$ cat src/rtl/burst_addr_gen.sv
module burst_addr_gen #(
  parameter int ADDR_W = 8
) (
  input  logic              clk,
  input  logic              rst_n,
  input  logic              cs_n,
  input  logic              cs_hi,
  input  logic              cs2_n,
  input  logic              strb_cpu_n,
  input  logic              strb_ctl_n,
  input  logic              adv_n,
  input  logic              order_lin_n,
  input  logic [ADDR_W-1:0] addr_in,
  output logic [ADDR_W-1:0] addr_out,
  output logic [1:0]        beat
);
  localparam int HI_W = ADDR_W - 2;

  logic [HI_W-1:0] hi_q;
  logic [1:0]      base_q;
  logic [1:0]      beat_q;
  logic            chip_en;
  logic            any_strb;
  logic            load;
  logic            step;
  logic [1:0]      low;

  assign chip_en  = !cs_n && cs_hi && !cs2_n;
  assign any_strb = !strb_cpu_n || !strb_ctl_n;
  assign load     = chip_en && any_strb;
  assign step     = !any_strb && !adv_n;

  always_ff @(posedge clk) begin
    if (!rst_n) begin
      hi_q   <= '0;
      base_q <= 2'd0;
      beat_q <= 2'd0;
    end else if (load) begin
      hi_q   <= addr_in[ADDR_W-1:2];
      base_q <= addr_in[1:0];
      beat_q <= 2'd0;
    end else if (step) begin
      beat_q <= beat_q + 2'd1;
    end
  end

  assign low      = order_lin_n ? (base_q ^ beat_q) : (base_q + beat_q);
  assign addr_out = {hi_q, low};
  assign beat     = beat_q;
endmodule

$ cat config.mk
export PLATFORM = sky130hd
export DESIGN_NAME = burst_addr_gen
export DESIGN_NICKNAME = d
export VERILOG_FILES = /design/src/rtl/burst_addr_gen.sv
export SDC_FILE = /design/constraint.sdc
export NUM_CORES = 1
export LEC_CHECK = 0
export CAP_MARGIN = 25
export CORE_MARGIN = 8
export CORE_UTILIZATION = 32
export DETAILED_ROUTE_END_ITERATION = 12
export HOLD_SLACK_MARGIN = 0.03
export PLACE_DENSITY = 0.75
export SETUP_SLACK_MARGIN = 0.1
export SYNTH_ARGS = -nofsm -noshare
export SYNTH_HDL_FRONTEND = slang
export SYNTH_SLANG_ARGS = --single-unit
$ cat constraint.sdc
create_clock -name clk -period 1.05 [get_ports clk]
set_clock_uncertainty 0.15 [all_clocks]
set_input_delay 0.21 -clock clk [delete_from_list [all_inputs] [get_ports clk]]
set_output_delay 0.21 -clock clk [all_outputs]
set_load 0.05 [all_outputs]
# Word-level counts from Yosys, hierarchy flattened
# Cells that the tools add are included.
# classes
n_addsub	2
bitwise	2
n_mul	0
mux	1
shifts	0
reduce_logical	12
eq_ne	0
div_mod_pow	0
order_cmp	0
# op_table
cell	n
$logic_not A1 Y1	6
$logic_and A1 B1 Y1	4
$add A2 B1 Y2 const B	1
$add A2 B2 Y2	1
$mux W2	1
$reduce_or A2 Y1	1
$xor A2 B2 Y2	1
$logic_or A1 B1 Y1	1
$not A1 Y1	1
# totals
elab_cells	20
input_bits	17
out_inout_bits	10
ramBits	0
register_bits	10
romBits	0
mem_count	0
latchBits	0

# Depth between registers and ports, before layout
# logic_depth
depth_word	5
mapped_depth	4
mapped_depth_nobuf	3

# Worst setup path after synthesis
# OpenSTA, ideal clock, no wires.
# synth_timing
path_kind	reg2out
start	register beat_q[0] (netlist: beat[0])
end	output addr_out[1]
required_time_ns	0.690
path_stages_with_launch	4
path_buffers	0
path_slack_ns	-1.020
t_arrival_ns	1.710
path_cell_list	dfxtp_1 ha_1 nor2b_1 xnor2_1
# synth_via
elab_chain_cells	2
# synth_lines
element	line_no	text
from (decl)	21	logic [1:0] beat_q;
from (signal assigned)	43	beat_q <= beat_q + 2'd1;
$add A2 B2 Y2	47	assign low = order_lin_n ? (base_q ^ beat_q) : (base_q + beat_q);
$mux W2	47	
to (decl)	14	output logic [ADDR_W-1:0] addr_out,
# Every way passes these cells.

# Worst setup path after layout
# Ends and elaborated chain as after synthesis.

==> results.py <==
metrics = {
    "run_status": {
        "status": "complete, but fails checks",
        "violations": "negative setup slack",
    },
    "global_routing": {
        "grt_overflow": 0,
        "grt_use_total_pct": 12.2,
        "grt_pass1_vias": 556,
        "antenna_found_initial": 0,
        "grt_pass1_wl_mm": 2.55,
        "grt_max_degree": 19,
    },
    "layout": {
        "synthToLayoutAreaGrowth_pct": 123,
        "finalNonFillerCells": 103,
        "fin_nets": 107,
        "drive_above_1_share_pct": 50.6,
        "antenna_cells": 0,
    },
    "synth": {
        "yosys.area.top_type": "dfxtp_1",
        "syn-cell-area_um2": 478,
        "postSynthAreaPerCell_um2": 9.75,
        "synthArstFlopShare_pct": 0,
        "synth-seq-cells": 10,
        "yosysMostFrequentCell": "nand2_1",
        "syn_inst": 49,
        "synth_common_cells": "nand2_1 (16), dfxtp_1 (10), mux2i_1 (8)",
        "synth-edff-count": 0,
        "synthTopCellsByArea": "dfxtp_1 (42%), mux2i_1 (17%), nand2_1 (13%)",
        "yosysSeqAreaShare_pct": 41.9,
        "synth_nets": 67,
        "synthDistinctLibCells": 14,
        "synth_top_area_share_pct": 41.9,
        "synth_flop_cell": "dfxtp_1",
        "ys_warn_count": 0,
    },
    "floorplanning": {
        "core_um2": 1450,
        "die_w_um": 54.6,
        "io_pins": 27,
        "die_height_um": 54.6,
        "die-area_um2": 2990,
        "start_util_pct": 32.9,
        "placementRows": 14,
    },
    "placement": {
        "dp.cells": 94,
        "gp_congestion": 0.724,
        "dp_hpwl_mm": 1.09,
        "pre_cts_slack_ns": -0.675,
        "port_buffers": 26,
    },
    "critical_path": {
        "reg2reg_depth": 6,
        "worstPathArrival_ns": 1.21,
        "reg2reg_to": "beat[0]",
        "rrSetupSlack_ns": -0.30,
        "crit_path_end_kind": "output port",
        "r2r-start": "beat[0]",
        "critical_path_class": "reg -> out",
        "start_kind": "flip-flop",
        "worstPathMaxFanout": 2,
        "required_ns": 0.69,
    },
    "power_and_ir_drop": {
        "p_leak_nw": 0.416,
        "ir_drop_mv": 0.561,
        "p_per_area_nw_per_um2": 885,
    },
    "detailed_routing": {
        "routed_wl_mm": 1.53,
        "final_antenna_net_count": 0,
        "drt_iter0_drc": 4,
        "post_drt_wl_per_cell_um": 14.9,
        "drc": 0,
        "vias": 502,
        "vias_per_cell": 4.87,
        "first_pass_iters": 4,
    },
    "flow_run": {
        "drv_cap": 0,
    },
    "sta": {
        "setup_viol": 20,
        "timing.fmax_mhz": 639,
        "worstMarginPinSlew_ns": 0.428,
        "period_needed_ns": 1.57,
        "maxSlewHeadroom_pct": 71.5,
        "fin_crit_sh_pct": 149,
        "final_hold_viol_count": 0,
        "fin_ws_ns": -0.516,
        "grt_setup_unrepaired": "yes",
        "drv_slew": 0,
    },
    "worst_hold_path": {
        "hold_path_class": "in -> reg",
        "hold_start": "strb_ctl_n",
        "min_path_cells": 4,
        "hold_end": "hi_q[4]",
    },
    "clock_tree": {
        "tritoncts": "built",
        "cts.hold.buffers_added": 0,
        "clk_latency_ns": 0.26,
        "cts.sinks": 10,
        "clk_pin_slew_ns": 0.06,
        "cts_buffer_depth": 2,
        "cts_made_buffers": 3,
        "htree_num_levels": 1,
        "clock-root-buffer": "clkbuf_4",
    },
}
-- final cells by class --
cell class | count | area, um2
Clock buffer | 3 | 22.5
Fill cell | 107 | 389
Inverter | 1 | 3.75
Multi-Input combinational cell | 35 | 299
Sequential cell | 10 | 219
Tap cell | 16 | 20.0
Timing Repair Buffer | 38 | 500
-- worst max path at each step --
stage                     from           to  slack (ns)  cells after the start
global placement    strb_cpu_n      hi_q[5]       -0.61                      4
floorplan              beat[0]  addr_out[1]       -0.36                      3
detailed placement  strb_cpu_n    base_q[0]       -0.68                      4
CTS                    beat[0]  addr_out[1]       -0.52                      4
global route           beat[0]  addr_out[1]       -0.57                      4
finish                 beat[0]  addr_out[1]       -0.52                      4
-- sequential cells by signal, indices dropped and copies added (netlist names) --
name    count
hi_q        6
base_q      2
beat        2
-- what timing repair did --
item / in CTS / in global routing
endpoints found under the setup margin: 20 / 20
pin swaps: 5 / 2
setup buffers: 4 / 1
resized for setup: 24 / 6
cloned: 1 / 0
-- stage by stage --
| step | power (mW) | TNS [ns] | hold slack, ns | cell area [um2] | utilization (%) |
|---|---|---|---|---|---|
| 3_3_place_gp | 0.671 | -6.43 | 0.312 | 961 | 66.1 |
| 5_1_grt | 0.992 | -3.70 | 0.229 | 1060 | 73.2 |
| 4_1_cts | 0.949 | -2.66 | 0.227 | 1050 | 72.1 |
| 3_5_place_dp | 0.675 | -6.71 | 0.326 | 961 | 66.1 |
| 6_report | 0.942 | -2.93 | 0.233 | 1060 | 73.2 |
| 2_1_floorplan | 0.518 | -1.04 | 0.195 | 532 | - |
-- worst max-delay path, stage by stage (launching register included) --
cell and delay [ns]:
dfxtp_4 0.36, ha_4 0.12, nor2b_4 0.17, xnor2_4 0.14, buf_12 0.15
-- layer usage --
layer	vias to the layer above	global-route usage [%]	routed length [um]
met5	-	0	0
met3	7	3.26	138
met2	22	20.0	781
met1	235	11.3	518
li1	238	-	-
met4	0	13.9	91
-- where the power goes --
group          total, mW  switching, mW  leakage [nW]  internal (mW)
registers          0.401         0.0128        0.0863          0.388
clock network      0.254          0.122        0.0138          0.132
logic              0.288          0.118         0.316          0.170
-- cell families after synthesis --
| family | synth area share, % |
|---|---|
| multiplexers | 16.8 |
| adder cells (fa/ha/maj) | 2.62 |
| AND/OR/NAND/NOR | 20.4 |
| flip-flops | 41.9 |
| buffers and inverters | 5.23 |
| XOR/XNOR | 7.33 |
| AO/OA/AOI/OAI | 5.76 |
-- cell usage in the layout, fill, tap and decap left out --
cell type and count:
a2111oi_4 1, buf_12 12, buf_2 2, buf_4 6
buf_6 4, buf_8 1, clkbuf_16 1, clkbuf_4 3
clkdlybuf4s15_1 1, clkdlybuf4s50_1 11, dfxtp_1 1, dfxtp_2 6
dfxtp_4 3, ha_4 1, inv_2 1, mux2i_1 8
nand2_1 16, nand3b_1 1, nand4b_1 1, nor2b_4 1
nor3b_1 2, xnor2_2 1, xnor2_4 1, xor2_1 2
Power figures use the tool's default switching activity.
